## src/rtl/blkxf_pkg.sv

```systemverilog
package blkxf_pkg;
    localparam int BLK_BYTES = 16;
    localparam int BLK_BITS  = BLK_BYTES * 8;
    localparam int IDX_W     = $clog2(BLK_BYTES);

    typedef enum logic [1:0] {
        ST_IDLE  = 2'd0,
        ST_LOAD  = 2'd1,
        ST_MIX   = 2'd2,
        ST_STORE = 2'd3
    } xf_state_e;

    typedef enum logic [1:0] {
        CMD_NOP  = 2'd0,
        CMD_RD   = 2'd1,
        CMD_WR   = 2'd2,
        CMD_NOP3 = 2'd3
    } cmd_op_e;
endpackage

```

## src/rtl/blkxf_regs.sv

```systemverilog
module blkxf_regs
    import blkxf_pkg::*;
#(
    parameter int          AW       = 16,
    parameter logic [15:0] WIN_BASE = 16'hFF00
) (
    input  logic                clk,
    input  logic                rst_n,
    input  logic [1:0]          cmd,
    input  logic [AW-1:0]       cmd_addr,
    input  logic [7:0]          cmd_wdata,
    input  logic [1:0]          state,
    output logic [7:0]          cmd_rdata,
    output logic                start,
    output logic [AW-1:0]       base,
    output logic [AW-1:0]       len,
    output logic                ksel,
    output logic [BLK_BITS-1:0] ctr,
    output logic [BLK_BITS-1:0] key0,
    output logic [BLK_BITS-1:0] key1
);
    localparam int WIN_LSB = 6;

    logic       in_win;
    logic [5:0] off;
    logic       wr_ok;
    logic [7:0] rsel;

    assign in_win = (cmd_addr[AW-1:WIN_LSB] == WIN_BASE[AW-1:WIN_LSB]);
    assign off    = cmd_addr[WIN_LSB-1:0];
    assign wr_ok  = (cmd == CMD_WR) && in_win && (state == ST_IDLE);
    assign start  = wr_ok && (off == 6'd0) && (cmd_wdata == 8'd1);

    always_ff @(posedge clk or negedge rst_n) begin
        if (!rst_n) begin
            base <= '0;
            len  <= '0;
            ksel <= 1'b0;
            ctr  <= '0;
            key0 <= '0;
            key1 <= '0;
        end else if (wr_ok) begin
            unique case (off[5:4])
                2'd0: begin
                    case (off[3:0])
                        4'd2, 4'd3: base[{off[0], 3'b000} +: 8] <= cmd_wdata;
                        4'd4, 4'd5: len[{off[0], 3'b000} +: 8]  <= cmd_wdata;
                        4'd6:       ksel <= cmd_wdata[0];
                        default:    ;
                    endcase
                end
                2'd1: ctr[{off[3:0], 3'b000} +: 8]  <= cmd_wdata;
                2'd2: key0[{off[3:0], 3'b000} +: 8] <= cmd_wdata;
                2'd3: key1[{off[3:0], 3'b000} +: 8] <= cmd_wdata;
            endcase
        end
    end

    always_comb begin
        rsel = 8'h00;
        if (in_win) begin
            unique case (off[5:4])
                2'd0: begin
                    case (off[3:0])
                        4'd1:       rsel = {6'd0, state};
                        4'd2, 4'd3: rsel = base[{off[0], 3'b000} +: 8];
                        4'd4, 4'd5: rsel = len[{off[0], 3'b000} +: 8];
                        4'd6:       rsel = {7'd0, ksel};
                        default:    rsel = 8'h00;
                    endcase
                end
                2'd1: rsel = ctr[{off[3:0], 3'b000} +: 8];
                2'd2: rsel = key0[{off[3:0], 3'b000} +: 8];
                2'd3: rsel = key1[{off[3:0], 3'b000} +: 8];
            endcase
        end
    end

    always_ff @(posedge clk or negedge rst_n) begin
        if (!rst_n)
            cmd_rdata <= 8'h00;
        else if (cmd == CMD_RD)
            cmd_rdata <= rsel;
    end
endmodule

```

## src/rtl/blkxf_mix.sv

```systemverilog
module blkxf_mix
    import blkxf_pkg::*;
(
    input  logic [BLK_BITS-1:0] blk_in,
    input  logic [BLK_BITS-1:0] ctr,
    input  logic [BLK_BITS-1:0] key0,
    input  logic [BLK_BITS-1:0] key1,
    input  logic                ksel,
    output logic [BLK_BITS-1:0] blk_out
);
    logic [BLK_BITS-1:0] key_use;

    assign key_use = ksel ? key1 : key0;
    assign blk_out = blk_in ^ key_use ^ ctr;
endmodule

```

## src/rtl/blkxf_engine.sv

```systemverilog
module blkxf_engine
    import blkxf_pkg::*;
#(
    parameter int AW = 16
) (
    input  logic                clk,
    input  logic                rst_n,
    input  logic                start,
    input  logic [AW-1:0]       base,
    input  logic [AW-1:0]       len,
    input  logic [BLK_BITS-1:0] blk_mixed,
    input  logic [7:0]          mem_rdata,
    output xf_state_e           state,
    output logic [BLK_BITS-1:0] blk_q,
    output logic [AW-1:0]       mem_addr,
    output logic [7:0]          mem_wdata,
    output logic                mem_we
);
    xf_state_e        st_d;
    logic [IDX_W-1:0] idx_q;
    logic [AW-1:0]    off_q;
    logic [AW:0]      off_nx;
    logic             last_byte;
    logic             more;

    assign last_byte = (idx_q == IDX_W'(BLK_BYTES - 1));
    assign off_nx    = {1'b0, off_q} + (AW+1)'(BLK_BYTES);
    assign more      = (off_nx < {1'b0, len});

    always_ff @(posedge clk or negedge rst_n) begin
        if (!rst_n) state <= ST_IDLE;
        else        state <= st_d;
    end

    always_comb begin
        st_d = state;
        unique case (state)
            ST_IDLE:  if (start) st_d = ST_LOAD;
            ST_LOAD:  if (last_byte) st_d = ST_MIX;
            ST_MIX:   st_d = ST_STORE;
            ST_STORE: if (last_byte) st_d = more ? ST_LOAD : ST_IDLE;
        endcase
    end

    always_comb begin
        mem_addr  = base + off_q + AW'(idx_q);
        mem_we    = (state == ST_STORE);
        mem_wdata = blk_q[{idx_q, 3'b000} +: 8];
    end

    always_ff @(posedge clk or negedge rst_n) begin
        if (!rst_n) begin
            idx_q <= '0;
            off_q <= '0;
            blk_q <= '0;
        end else begin
            unique case (state)
                ST_IDLE: begin
                    if (start) begin
                        idx_q <= '0;
                        off_q <= '0;
                    end
                end
                ST_LOAD: begin
                    blk_q[{idx_q, 3'b000} +: 8] <= mem_rdata;
                    idx_q <= idx_q + 1'b1;
                end
                ST_MIX: blk_q <= blk_mixed;
                ST_STORE: begin
                    idx_q <= idx_q + 1'b1;
                    if (last_byte && more) off_q <= off_nx[AW-1:0];
                end
            endcase
        end
    end
endmodule

```

## src/rtl/blkxf_dma.sv

```systemverilog
module blkxf_dma
    import blkxf_pkg::*;
#(
    parameter int          AW       = 16,
    parameter logic [15:0] WIN_BASE = 16'hFF00
) (
    input  logic          clk,
    input  logic          rst_n,
    input  logic [1:0]    cmd,
    input  logic [AW-1:0] cmd_addr,
    input  logic [7:0]    cmd_wdata,
    output logic [7:0]    cmd_rdata,
    output logic [AW-1:0] mem_addr,
    output logic [7:0]    mem_wdata,
    output logic          mem_we,
    input  logic [7:0]    mem_rdata
);
    xf_state_e           eng_state;
    logic                start_pulse;
    logic                key_sel;
    logic [AW-1:0]       base;
    logic [AW-1:0]       len;
    logic [BLK_BITS-1:0] ctr;
    logic [BLK_BITS-1:0] key0;
    logic [BLK_BITS-1:0] key1;
    logic [BLK_BITS-1:0] blk_q;
    logic [BLK_BITS-1:0] blk_mixed;

    blkxf_regs #(.AW(AW), .WIN_BASE(WIN_BASE)) u_regs (
        .clk(clk), .rst_n(rst_n), .cmd(cmd), .cmd_addr(cmd_addr),
        .cmd_wdata(cmd_wdata), .state(eng_state), .cmd_rdata(cmd_rdata),
        .start(start_pulse), .base(base), .len(len), .ksel(key_sel),
        .ctr(ctr), .key0(key0), .key1(key1)
    );

    blkxf_mix u_mix (
        .blk_in(blk_q), .ctr(ctr), .key0(key0), .key1(key1),
        .ksel(key_sel), .blk_out(blk_mixed)
    );

    blkxf_engine #(.AW(AW)) u_eng (
        .clk(clk), .rst_n(rst_n), .start(start_pulse), .base(base),
        .len(len), .blk_mixed(blk_mixed), .mem_rdata(mem_rdata),
        .state(eng_state), .blk_q(blk_q), .mem_addr(mem_addr),
        .mem_wdata(mem_wdata), .mem_we(mem_we)
    );
endmodule

```

## config.mk

```make
export PLATFORM = sky130hd
export DESIGN_NAME = blkxf_dma
export DESIGN_NICKNAME = d
export VERILOG_FILES = /design/src/rtl/blkxf_pkg.sv /design/src/rtl/blkxf_regs.sv /design/src/rtl/blkxf_mix.sv /design/src/rtl/blkxf_engine.sv /design/src/rtl/blkxf_dma.sv
export SDC_FILE = /design/constraint.sdc
export NUM_CORES = 2
export LEC_CHECK = 0
export BUFFER_PORTS_ARGS = -buffer_cell sky130_fd_sc_hd__buf_2
export CAP_MARGIN = 20
export CORE_MARGIN = 3
export CORE_UTILIZATION = 41
export DETAILED_ROUTE_END_ITERATION = 12
export GPL_TIMING_DRIVEN = 1
export PLACE_DENSITY_LB_ADDON = 0.05
export SLEW_MARGIN = 20
export SYNTH_ARGS = -nofsm -noshare
export SYNTH_HDL_FRONTEND = slang
export SYNTH_HIERARCHICAL = 1
export SYNTH_SLANG_ARGS = --single-unit
```

## constraint.sdc

```tcl
create_clock -name clk -period 3.3 [get_ports clk]
set_input_delay 0.33 -clock clk [delete_from_list [all_inputs] [get_ports clk]]
set_output_delay 0.33 -clock clk [all_outputs]
set_load 0.02 [all_outputs]
```

## Word-level counts from Yosys, hierarchy flattened

Cells that the tools add are included.

- Register bits: 575
- Input bits: 36
- Output and inout bits: 33
- Logic and storage cells: 98

- Add/subtract/negate cells: 7
- Order comparisons: 1
- Eq/ne operators: 21
- Shift operators: 12
- Mux-type cells: 21
- Bitwise gates (word level): 2
- Reduce and logical (&&, ||, !) cells: 23

Operators with widths:

| kind | count |
|---|---|
| $bwmux 128 | 4 |
| $shiftx 128x8->8 | 4 |
| $pmux 128 s2 | 1 |
| $shift 8x9->128 const A | 2 |
| $shiftx 8x9->128 | 2 |
| $xor 128x128->128 | 2 |
| $mux 128 | 1 |
| $pmux 8 s4 | 2 |
| $bwmux 16 | 2 |
| $mux 16 | 2 |
| $pmux 16 s2 | 1 |
| $shiftx 16x5->8 | 2 |
| $neg 7->9 | 2 |
| $add 16x5->17 const B | 1 |
| $lt 17x16->1 | 1 |
| $add 16x16->16 | 1 |
| $add 16x4->16 | 1 |
| $shift 8x6->16 const A | 1 |
| $shiftx 8x6->16 | 1 |
| $reduce_and 3->1 | 5 |
| $eq 4x3->1 const B | 3 |
| $eq 10x10->1 const B | 1 |
| $eq 2x2->1 const B | 5 |
| $eq 4x2->1 const B | 2 |
| 20 further kinds | 38 |

## Depth between registers and ports, before layout

- Depth in word-level cells: 7
- Depth in mapped cells: 14
- Depth with buffers taken out: 12

## Cells and area by module

Netlist, hierarchy kept.

Modules (own cells, without submodules):

| module | instances | cells an instance | area each (um^2) | sequential area each (um^2) |
|---|---|---|---|---|
| blkxf_regs | 1 | 1,613 | 20,292.0 | 10,635.2 |
| blkxf_engine | 1 | 1,021 | 9,540.4 | 3,653.5 |
| blkxf_mix | 1 | 398 | 3,794.9 | 0.0 |

## Least setup slack after synthesis

OpenSTA, ideal clock, no wires.

- Kind: input-to-reg
- From: in cmd_addr[0]
- To: reg u_regs.ctr[72]
- Library setup time: 0.125 ns
- Arrival time: 3.223 ns
- Data required time: 3.175 ns
- Slack: -0.047 ns
- Stages on the path: 12
- Path buffers: 5
- Cells stage by stage: buf_4 -> buf_2 -> buf_2 -> clkinv_1 -> ha_1 -> clkbuf_1 -> nor2b_1 -> nor2b_1 -> clkbuf_1 -> nand3_1 -> nor2_2 -> mux2_2

- Cells in the longest elaborated chain, start to end: 3
- Elaborated cells between the ends (all ways): 4
- Classes of those cells: 1 x add/sub; 2 x shift; 1 x mux

RTL lines:

| what | RTL line | source |
|---|---|---|
| start: declaration | blkxf_dma.sv:10 | `input logic [AW-1:0] cmd_addr,` |
| $neg 7->9 (*) | blkxf_regs.sv:52 | `2'd1: ctr[{off[3:0], 3'b000} +: 8] <= cmd_wdata;` |
| $shiftx 8x9->128 / $shift 8x9->128 (equally long branches) | blkxf_regs.sv:52 |  |
| $bwmux 128 (*) | blkxf_regs.sv:52 |  |
| end signal: indexed assignment | blkxf_regs.sv:52 |  |
| end: declaration | blkxf_regs.sv:18 | `output logic [BLK_BITS-1:0] ctr,` |

Mark *: on every way between the ends. The rest lies on a longest branch, timed or not.
A chain may end at the register's enable or synchronous reset.

## Worst setup path in the final report

- From: reg u_eng.off_q[8]
- To: out mem_addr[15]

- Cells in the longest elaborated chain, start to end: 2

RTL lines:

| what | RTL line | source |
|---|---|---|
| start: declaration | blkxf_engine.sv:21 | `logic [AW-1:0] off_q;` |
| start signal: assignment | blkxf_engine.sv:71 | `if (last_byte && more) off_q <= off_nx[AW-1:0];` |
| $add 16x16->16 | blkxf_engine.sv:46 | `mem_addr = base + off_q + AW'(idx_q);` |
| $add 16x4->16 | blkxf_engine.sv:46 |  |
| end: declaration | blkxf_dma.sv:13 | `output logic [AW-1:0] mem_addr,` |

Every way passes these cells.

==> reports/metrics.cfg <==
[critical_path]
crit_path_max_fanout=4
critical_path_class=reg2out
crit_arrival_ns=2.99
cp_data_required_time_ns=2.97
critPathCaptureType=output port
cp-start-kind=register

[pwr]
powerDensity_mw_per_mm2=659
total_power_mw=25.4
p_leak_nw=17.3
vdd.ir_drop.worst_mv=0.730

[detailed_routing]
drtAntennaViolNets=0
dr.pass1.iters=6
drc=0
drtIter0Drc=2720
viasPerCell=6.14
wl_per_cell_um=30.8
via_count=26328
wl_um=132000

[cts]
clk_latency_ns=0.63
cts_buffers=71
cts_tree=built
path_clk_slew_ns=0.05
clock-sinks=571
ctsHtreeMaxLevel=3
clock_path_buffers=3
cts_root_buf=clkbuf_16

[timing]
fmax_mhz=301
layout_setup_ws_ns=-0.0188
slew_violations=0
rsz0062_at_grt=true
hold_viol_final=0
finClkSkew_ns=0.0335
tightest_slew_ns=1.01
setup_viol=1
fin_crit_ns=3.32
finalCritPeriodShare_pct=101
max-slew-margin-rel_pct=32.3
holdWs_ns=0.243

[outcome]
status=finished, violations left
violations=setup timing

[logic_synthesis]
synthArstFlopShare_pct=100
ys_ff_latch=571
synth_top_family_by_area=multiplexers
synth_compound_area_share_pct=11.8
yosys.area_share.simple_pct=8.62
synth_edf_count=0
syn-num-nets=3124
synth_fa_ha_area_share_pct=2.11
syn_area_mm2=0.0336
yosysWarnings=6
synth_area_leaders=dfrtp_1, mux2_2, mux2i_1, mux4_2, xnor2_1
postSynthAreaPerCell_um2=11.1
synth.distinct_cells=83
yosysMostFrequentCell=dfrtp_1
ys.flop_type=dfrtp_1
synth_mux_area_share_pct=23.9
ys_seq_area_share_pct=42.5
netlist.area_leader.share_pct=42.5
synth_xor_xnor_area_share_pct=7.34
yosysTopAreaCell=dfrtp_1
syn_inst=3032
synthTopCellsByCount=dfrtp_1, mux2_2, nand2_1

[die]
die_x_um=292
die_area_mm2=0.0855
rows=104
dieHeight_um=292
io_pins=69
start_util_pct=41.5
core_mm2=0.0809

[final_layout]
fill_cells=7456
multi_input_area_mm2=0.0183
area_delta_synth_final_pct=14.5
drive_gt1_share_pct=28.4
regArea_mm2=0.0143
layout.nets=3265
design_area_mm2=0.0385

[place]
hpwl_um=91900
dpl_cell_area_mm2=0.0358
globalplace.congestion=0.936
portBuffers=68

[run]
cap_viol_max_count=0

[grt]
antenna_found_initial=7
grt_overflow=0
grt_pass1_wl_um=191000
grt_max_degree=88
grt.total_usage_pct=30.6
grt_pass1_vias=26173

[worst_hold_path]
hold_path_class=in2reg

worst paths after layout:
check	to	cells after the start	slack (ns)	start
worst max-delay path	mem_addr[15]	9	-0.02	u_eng/off_q[8]$_DFFE_PN0P_
worst min-delay path	u_regs/cmd_rdata[7]$_DFFE_PN0N_	3	0.24	cmd_addr[3]
worst max register to register	u_eng/off_q[14]$_DFFE_PN0P_	13	0.23	u_eng/off_q[7]$_DFFE_PN0P_
worst min register to register	u_regs/key1[57]$_DFFE_PN0P_	2	0.51	u_regs/key1[57]$_DFFE_PN0P_
max in group asynchronous	u_regs/key0[91]$_DFFE_PN0P_	3	1.99	rst_n
min in group asynchronous	u_eng/blk_q[41]$_DFFE_PN0P_	2	0.34	rst_n
what timing repair did:
item                                   4_1_cts  5_1_grt
hold buffers                                 1        0
buffers inserted                            16        3
pin swaps                                   13       17
endpoints found under the hold margin       63        0
setup endpoints to repair                   16       11
cloned                                       0        0
resized for setup                           35       12
cells by family (layout without fill, tap and decap cells):
kind of cell / after synthesis / count (layout)
xor+xnor: 280 / 280
fa+ha+maj: 56 / 56
compound gates: 631 / 631
other cells: 0 / 1
buf+inv: 230 / 425
simple gates: 596 / 596
mux: 668 / 668
flops: 571 / 571
cell usage in the layout, fill, tap and decap left out, types with 57 or more instances in the layout:
cell type,netlist,layout
a21oi_1,113,108
a22oi_1,74,74
buf_2,46,57
buf_4,13,190
clkbuf_16,0,73
dfrtp_1,571,565
mux2_2,356,356
mux2i_1,236,236
mux4_2,72,72
nand2_1,248,248
nor2_1,106,105
o21ai_0,185,181
o22ai_1,70,70
xnor2_1,147,147
xor2_1,131,131
per-layer routing:
metal | GRT usage, % | wire, µm | vias to the layer above | part of all wire, %
li1 | - | - | 11394 | -
met1 | 42.4 | 56800 | 13583 | 43
met2 | 48.3 | 59900 | 1105 | 45
met3 | 5.03 | 9580 | 246 | 7.3
met4 | 11.9 | 5590 | 0 | 4.2
met5 | 0 | 0 | - | 0
per-stage QoR:
step / std cells / worst slack [ns] / utilization (%) / TNS [ns]
floorplan: 3032 / -0.0472 / - / -1.16
global placement: 4140 / 0.170 / 44.2 / 0
detailed placement: 4140 / 0.248 / 44.2 / 0
CTS: 4284 / -0.0461 / 47.5 / -0.0919
global route: 4287 / -0.127 / 47.6 / -0.556
finish: 4288 / -0.0188 / 47.6 / -0.0188
sequential cells by signal (all words and copies together) (netlist names):
name / flops
u_eng/idx_q: 4
u_regs/base: 16
u_eng/off_q: 12
u_regs/ctr: 128
u_regs/key1: 128
u_eng/blk_q: 128
u_eng/state: 2
u_regs/len: 16
u_regs/ksel: 1
u_regs/key0: 128
u_regs/cmd_rdata: 8
layout make-up:
class                   instances  area share, %
diodes                          1        0.00650
clock buffers                 106           5.45
clock inverters                21          0.643
inverters                      29          0.283
multi-input cells            2231           47.5
flip-flops and latches        571           37.1
well taps                    1060           3.44
repair buffers                269           5.50
where the power goes:
group	switching, mW	internal, mW	total [mW]
clock network	3.20	4.79	7.99
logic	5.46	3.19	8.65
registers	0.966	7.78	8.75
total	9.63	15.8	25.4
critical path: stages, from the launching register on:
cell     delay [ns]
dfrtp_2        0.43
ha_4           0.25
ha_4           0.23
a21o_1         0.16
a21o_1         0.17
or3_1          0.30
a211o_1        0.32
a21oi_1        0.16
and3b_2        0.23
buf_6          0.13
No activity file was read; power rests on OpenSTA's default activity.
